--- config.mk ---
export PLATFORM = sky130hd
export DESIGN_NAME = mac_irq_ctl
export DESIGN_NICKNAME = d
export VERILOG_FILES = /design/src/rtl/mac_irq_pkg.sv /design/src/rtl/mac_srst_seq.sv /design/src/rtl/mac_cfg_bank.sv /design/src/rtl/mac_isr_status.sv /design/src/rtl/mac_irq_ctl.sv
export SDC_FILE = /design/constraint.sdc
export NUM_CORES = 1
export LEC_CHECK = 0
export ABC_AREA = 1
export BUFFER_PORTS_ARGS = -buffer_cell sky130_fd_sc_hd__buf_2
export CORE_ASPECT_RATIO = 0.5
export CORE_UTILIZATION = 40
export CTS_CLUSTER_SIZE = 20
export DETAILED_ROUTE_END_ITERATION = 10
export GPL_TIMING_DRIVEN = 0
export PLACE_DENSITY = 0.61
export REMOVE_ABC_BUFFERS = 1
export SYNTH_ARGS = -nofsm -noshare
export SYNTH_HDL_FRONTEND = slang
export SYNTH_SLANG_ARGS = --single-unit
--- constraint.sdc ---
create_clock -name clk -period 2 [get_ports clk]
set_input_delay 0.3 -clock clk [delete_from_list [all_inputs] [get_ports clk]]
set_output_delay 0.3 -clock clk [all_outputs]
set_load 0.005 [all_outputs]
--- src/rtl/mac_irq_pkg.sv ---
package mac_irq_pkg;
  localparam int unsigned DW = 32;
  localparam int unsigned AW = 4;

  // word addresses
  localparam logic [AW-1:0] A_CMD  = 4'd0;
  localparam logic [AW-1:0] A_IEN  = 4'd1;
  localparam logic [AW-1:0] A_IST  = 4'd2;
  localparam int unsigned   CFG_BASE = 3;
  localparam int unsigned   CFG_N    = 6;

  // command bits
  localparam int unsigned CMD_RXON = 0;
  localparam int unsigned CMD_LONG = 1;
  localparam int unsigned CMD_TXON = 8;
  localparam int unsigned CMD_SRST = 24;

  // implemented status positions
  localparam int unsigned ST_RXI   = 0;
  localparam int unsigned ST_PTL   = 3;
  localparam int unsigned ST_RXG   = 4;
  localparam int unsigned ST_MFL   = 8;
  localparam int unsigned ST_EARLY = 9;
  localparam int unsigned ST_RDU   = 10;
  localparam int unsigned ST_RBE   = 11;
  localparam int unsigned ST_TXI   = 16;
  localparam int unsigned ST_TXC   = 18;
  localparam int unsigned ST_TDU   = 23;
  localparam int unsigned ST_TBE   = 24;

  localparam logic [DW-1:0] EVT_MASK =
    (32'd1 << ST_RXI) | (32'd1 << ST_PTL) | (32'd1 << ST_RXG) |
    (32'd1 << ST_MFL) | (32'd1 << ST_EARLY) | (32'd1 << ST_RDU) |
    (32'd1 << ST_RBE) | (32'd1 << ST_TXI) | (32'd1 << ST_TXC) |
    (32'd1 << ST_TDU) | (32'd1 << ST_TBE);

  // defaults of config words 3..8, lowest word in the lowest slice
  localparam logic [CFG_N*DW-1:0] CFG_DEFAULTS = {
    32'h0090_0000,   // word 8: MII address
    32'h0000_7FFF,   // word 7: missed-packet count
    32'h0000_0800,   // word 6: receive frame control
    32'h0000_0101,   // word 5: FIFO threshold
    32'hFFFF_FFFC,   // word 4: receive list start
    32'hFFFF_FFFC    // word 3: transmit list start
  };
endpackage

--- src/rtl/mac_srst_seq.sv ---
module mac_srst_seq #(
  parameter int unsigned CYCLES = 16
) (
  input  logic clk,
  input  logic rst_n,
  input  logic start,
  output logic busy
);
  localparam int unsigned CW = $clog2(CYCLES + 1);
  localparam logic [CW-1:0] LOAD = CW'(CYCLES);

  logic [CW-1:0] cnt_q;

  always_ff @(posedge clk or negedge rst_n) begin
    if (!rst_n)          cnt_q <= '0;
    else if (start)      cnt_q <= LOAD;
    else if (cnt_q != 0) cnt_q <= cnt_q - 1'b1;
  end

  assign busy = (cnt_q != '0);
endmodule

--- src/rtl/mac_cfg_bank.sv ---
module mac_cfg_bank #(
  parameter int unsigned N  = 6,
  parameter int unsigned DW = 32,
  parameter logic [N*DW-1:0] DEFAULTS = '0
) (
  input  logic            clk,
  input  logic            rst_n,
  input  logic            clr,
  input  logic [N-1:0]    wr_sel,
  input  logic [DW-1:0]   wr_data,
  output logic [N*DW-1:0] q
);
  for (genvar i = 0; i < N; i++) begin : g_word
    localparam logic [DW-1:0] DEF = DEFAULTS[i*DW +: DW];
    logic [DW-1:0] r_q;
    always_ff @(posedge clk or negedge rst_n) begin
      if (!rst_n)         r_q <= DEF;
      else if (clr)       r_q <= DEF;
      else if (wr_sel[i]) r_q <= wr_data;
    end
    assign q[i*DW +: DW] = r_q;
  end
endmodule

--- src/rtl/mac_isr_status.sv ---
module mac_isr_status #(
  parameter int unsigned DW = 32,
  parameter logic [DW-1:0] MASK = '1
) (
  input  logic          clk,
  input  logic          rst_n,
  input  logic          clr,
  input  logic [DW-1:0] evt,
  input  logic          st_we,
  input  logic          en_we,
  input  logic [DW-1:0] wr_data,
  output logic [DW-1:0] status_q,
  output logic [DW-1:0] enable_q,
  output logic          irq_tx,
  output logic          irq_rx
);
  localparam int unsigned HALF = DW / 2;

  logic [DW-1:0] w1c;
  logic [DW-1:0] live;

  assign w1c = st_we ? wr_data : '0;

  always_ff @(posedge clk or negedge rst_n) begin
    if (!rst_n)   status_q <= '0;
    else if (clr) status_q <= '0;
    else          status_q <= (status_q & ~w1c) | (evt & MASK);
  end

  always_ff @(posedge clk or negedge rst_n) begin
    if (!rst_n)     enable_q <= '0;
    else if (clr)   enable_q <= '0;
    else if (en_we) enable_q <= wr_data;
  end

  assign live   = status_q & enable_q;
  assign irq_tx = |live[DW-1:HALF];
  assign irq_rx = |live[HALF-1:0];
endmodule

--- src/rtl/mac_irq_ctl.sv ---
module mac_irq_ctl
  import mac_irq_pkg::*;
#(
  parameter int unsigned SRST_CYCLES = 16
) (
  input  logic          clk,
  input  logic          rst_n,
  input  logic          wr_en,
  input  logic [AW-1:0] wr_addr,
  input  logic [DW-1:0] wr_data,
  input  logic          rd_en,
  input  logic [AW-1:0] rd_addr,
  output logic [DW-1:0] rd_data,
  input  logic [DW-1:0] evt_pulse,
  output logic          irq_tx,
  output logic          irq_rx,
  output logic          dma_rst_req,
  output logic          rx_on,
  output logic          long_pkt_ok,
  output logic          tx_on
);
  localparam logic [DW-1:0] CMD_KEEP = ~(32'd1 << CMD_SRST);

  logic             busy, sr_start, clr, wr_ok;
  logic [DW-1:0]    cmd_q, status_q, enable_q, rd_word;
  logic [CFG_N-1:0] cfg_sel;
  logic [CFG_N*DW-1:0] cfg_q;

  assign sr_start = wr_en && (wr_addr == A_CMD) && wr_data[CMD_SRST] && !busy;
  assign clr      = sr_start || busy;
  assign wr_ok    = wr_en && !clr;

  mac_srst_seq #(.CYCLES(SRST_CYCLES)) u_seq (
    .clk(clk), .rst_n(rst_n), .start(sr_start), .busy(busy)
  );

  mac_isr_status #(.DW(DW), .MASK(EVT_MASK)) u_isr (
    .clk(clk), .rst_n(rst_n), .clr(clr), .evt(evt_pulse),
    .st_we(wr_ok && (wr_addr == A_IST)),
    .en_we(wr_ok && (wr_addr == A_IEN)),
    .wr_data(wr_data), .status_q(status_q), .enable_q(enable_q),
    .irq_tx(irq_tx), .irq_rx(irq_rx)
  );

  always_comb begin
    for (int i = 0; i < CFG_N; i++)
      cfg_sel[i] = wr_ok && (wr_addr == AW'(CFG_BASE + i));
  end

  mac_cfg_bank #(.N(CFG_N), .DW(DW), .DEFAULTS(CFG_DEFAULTS)) u_cfg (
    .clk(clk), .rst_n(rst_n), .clr(clr), .wr_sel(cfg_sel),
    .wr_data(wr_data), .q(cfg_q)
  );

  always_ff @(posedge clk or negedge rst_n) begin
    if (!rst_n)                          cmd_q <= '0;
    else if (clr)                        cmd_q <= '0;
    else if (wr_ok && wr_addr == A_CMD)  cmd_q <= wr_data & CMD_KEEP;
  end

  always_comb begin
    rd_word = '0;
    case (rd_addr)
      A_CMD:   rd_word = cmd_q;
      A_IEN:   rd_word = enable_q;
      A_IST:   rd_word = status_q;
      default: begin
        for (int i = 0; i < CFG_N; i++)
          if (rd_addr == AW'(CFG_BASE + i)) rd_word = cfg_q[i*DW +: DW];
      end
    endcase
  end

  always_ff @(posedge clk or negedge rst_n) begin
    if (!rst_n)      rd_data <= '0;
    else if (rd_en)  rd_data <= clr ? '0 : rd_word;
  end

  assign dma_rst_req = busy;
  assign rx_on       = cmd_q[CMD_RXON];
  assign long_pkt_ok = cmd_q[CMD_LONG];
  assign tx_on       = cmd_q[CMD_TXON];
endmodule

==> flow_summary_export.csv <==
group,metric,value,unit
run_status,status,"completed",
critical_path,path_class,"register to output port",
floorplan,die_area,39000,sq um
floorplan,coreArea,37470,sq um
placed_design,io_buffers,92,
critical_path,cp.arrival,1.68,ns
timing,setup_viol,0,
power,p_leak,8.274,nW
clock_tree,clock-root-buffer,"clkbuf_16",
job,maxCapViolations,0,
timing,drv_slew,0,
clock_tree,cts_tree,"yes",
grt,track_usage,27.38,%
critical_path,critPathRequiredTime,1.70,ns
grt,met1_usage,35.50,%
floorplan,io_pins,114,
yosys,yosys.area.top_type,"dfrtp_1",
grt,use_met2,44.58,%
routing,drcViolationCount,0,
power,seqPwrFrac,44.1,%
power,power_switching,5.122,mW
grt,grt_busiest_layer,"met2",
timing,fmax,505.9,MHz
clock_tree,clockBufferDepth,3,
yosys,synthArstFlopShare,100.0,%
final_layout,diodes,0,
routing,dr.pass1.iters,7,
yosys,ys_ff_latch,324,
yosys,synthTopCellsByCount,"487 x nand2_1, 247 x inv_1, 244 x dfrtp_1, 244 x nor2_1, 222 x o21ai_0",
placed_design,dp_cells,2421,
clock_tree,clkSinkCount,324,
timing,period_minus_slack,1.976,ns
final_layout,n_fill_cell,3552,
clock_tree,cts_buffers,31,
yosys,ys_types,39,
final_layout,drive_gt1_share,17.72,%
placed_design,dpl.hpwl,27070,um
critical_path,r2r_start,"u_seq.cnt_q[0]",
power,p_total,16.83,mW
critical_path,cp_max_fo,2,
timing,worst_slew_pin_slew,1.280,ns
yosys,synth.area.top_cells,"dfrtp_1 40%, dfstp_2 14%, nand2_1 12%, o21ai_0 7.3%, inv_1 6.1%",
grt,grt_pass1_wl,80040,um
routing,via_per_inst,5.337,
routing,dr_total_vias,13747,
critical_path,worstSetupStartpoint,"u_isr.status_q[24]",
grt,grt_start_max_net_pins,104,
timing,clock_skew,0.01657,ns
grt,antenna_found_initial,1,
critical_path,cpPeakStageDelay,0.39,ns
power,ir_worst_vdd,0.5881,mV
grt,grt_pass1_vias,13299,
clock_tree,htree_levels,1,
clock_tree,clkLatencyLatePin,0.58,ns
timing,fin_tns_setup,0,ns
placed_design,placed_area,16260,sq um
power,internal_power,11.70,mW
min_path,holdCritStartpoint,"wr_data[14]",
critical_path,startpoint_type,"register",
grt,gr-total-overflow,0,
critical_path,worstSetupEndpointType,"output port",
yosys,avgSynthCellArea,7.960,sq um
yosys,yosysMostFrequentCell,"nand2_1",
yosys,yosysSeqAreaShare,53.76,%
power,switching_share,30.44,%
critical_path,critPathSlowestCell,"dfrtp_1",
final_layout,design_area,18660,sq um
timing,hold_viol,0,
min_path,hold_path_class,"primary input to register",
routing,wl,54150,um
timing,rsz0062_at_grt,"yes",
critical_path,crit_chain,"inv_2 -> o2111ai_2 -> nor3_1 -> nand2_1 -> buf_2",
placed_design,globalplace.congestion,0.7680,
floorplan,dieHeight,140.1,um
yosys,synth_flop_cell,"dfrtp_1",
power,power_density,901.8,nW/um^2
timing,relSlewSlack,14.58,%
yosys,synth_top_area_share,39.99,%
floorplan,die_w,278.3,um
yosys,synth_area,15270,sq um
grt,met3_usage,6.856,%
clock_tree,clk_pin_slew_worst_paths,0.06,ns
yosys,synthCells,1918,
routing,drt_first_iter_violations,1409,
final_layout,fin_nets,2137,
final_layout,fin_cells,2576,
final_layout,synthToLayoutAreaGrowth,22.21,%
floorplan,num_rows,50,
power,power_frac_comb,19.2,%
yosys,synth_warnings,0,
timing,hold_ws,0.01901,ns
power,pwr-share-clk,36.6,%
yosys,synth_edf_count,0,
timing,fin_crit_sh,98.82,%
routing,drtAntennaViolNets,0,
routing,wire_per_inst,21.02,um
floorplan,start_util,40.74,%
==> worst paths after layout <==
check,to,slack [ns],cells after the start
hold reg to reg,u_cfg.g_word[4].r_q[6],0.47,2
setup reg to reg,u_cfg.g_word[4].r_q[8],0.06,11
min in group asynchronous,u_cfg.g_word[4].r_q[16],0.19,2
hold / removal,u_cfg.g_word[0].r_q[14],0.02,3
max in group asynchronous,u_cfg.g_word[1].r_q[6],0.39,5
setup / recovery,irq_tx,0.02,5
==> flip-flops by register name, indices dropped and copies added, names as in the netlist <==
signal	count
cmd_q	31
rd_data	32
u_cfg.g_word.r_q	192
u_isr.enable_q	32
u_isr.status_q	32
u_seq.cnt_q	5
==> worst max-delay path, delay by kind of cell (launching register included) <==
| kind | cells | cell delay, ns |
|---|---|---|
| AO/OA/AOI/OAI | 1 | 0.14 |
| buffers and inverters | 2 | 0.26 |
| flip-flops | 1 | 0.39 |
| AND/OR/NAND/NOR | 2 | 0.32 |
==> logic make-up (layout without fill, tap and decap cells) <==
| logic type | after synthesis | count (layout) | share of synthesized area, % |
|---|---|---|---|
| AOI/OAI and AO/OA | 382 | 382 | 13.47 |
| xor gates and xnor gates | 3 | 3 | 0.1721 |
| adders and majority gates | 2 | 2 | 0.1639 |
| buffers and inverters | 357 | 515 | 9.851 |
| and+or+nand+nor | 850 | 856 | 22.58 |
| DFF | 324 | 324 | 53.76 |
==> area by class of cell <==
type / instances / area (sq um) / share of cell area (%)
clock inverter: 9 / 120.1 / 0.6438
multi-input combinational: 1243 / 5899 / 31.62
inverter: 254 / 1046 / 5.606
timing repair inverter: 8 / 81.33 / 0.4359
timing repair buffer: 197 / 1759 / 9.429
sequential: 324 / 8208 / 43.99
tap: 494 / 618.1 / 3.313
clock buffer: 47 / 925.9 / 4.962
==> metrics by stage <==
step	setup WS [ns]	utilization [%]
after floorplan	-0.8790	-
after global placement	-5.767	42.16
after detailed placement	-2.124	43.38
after CTS	0.008447	48.85
after global routing	-0.01560	49.79
final	0.02352	49.79
==> cells in the final DEF, fill, tap and decap left out, types with 9 or more instances in the layout <==
master	instances
a21oi_1	54
a31oi_1	23
buf_12	11
buf_2	91
buf_4	32
clkbuf_16	36
clkbuf_8	9
dfrtp_1	244
dfstp_2	80
dlygate4sd3_1	41
inv_1	231
inv_2	14
nand2_1	476
nand3_1	38
nand4_1	33
nor2_1	238
nor3_1	15
o21ai_0	220
o21ai_1	29
o21bai_1	11
o22ai_1	36
==> what timing repair did <==
action / in CTS / in global routing
cloned: 14 / 5
endpoints found under the setup margin: 324 / 316
hold buffers: 40 / 1
setup buffers: 24 / 15
gates resized for setup: 52 / 37
endpoints found under the hold margin: 80 / 1
pin swaps: 7 / 12
==> routing by layer <==
layer / wire [um] / part of all wire, %
met1: 22040 / 41
met2: 24810 / 46
met3: 5090 / 9.4
met4: 2202 / 4.1
met5: 4 / 0.0074
==> power groups by stage <==
stage | logic, mW | registers, mW | clock network, mW
5_1_grt | 3.45 | 7.48 | 6.45
3_3_place_gp | 2.24 | 7.51 | 0
4_1_cts | 2.95 | 7.41 | 6.19
6_report | 3.23 | 7.43 | 6.16
2_1_floorplan | 1.29 | 7.47 | 0
3_5_place_dp | 2.39 | 7.52 | 0
No activity file was read; power rests on OpenSTA's default activity.
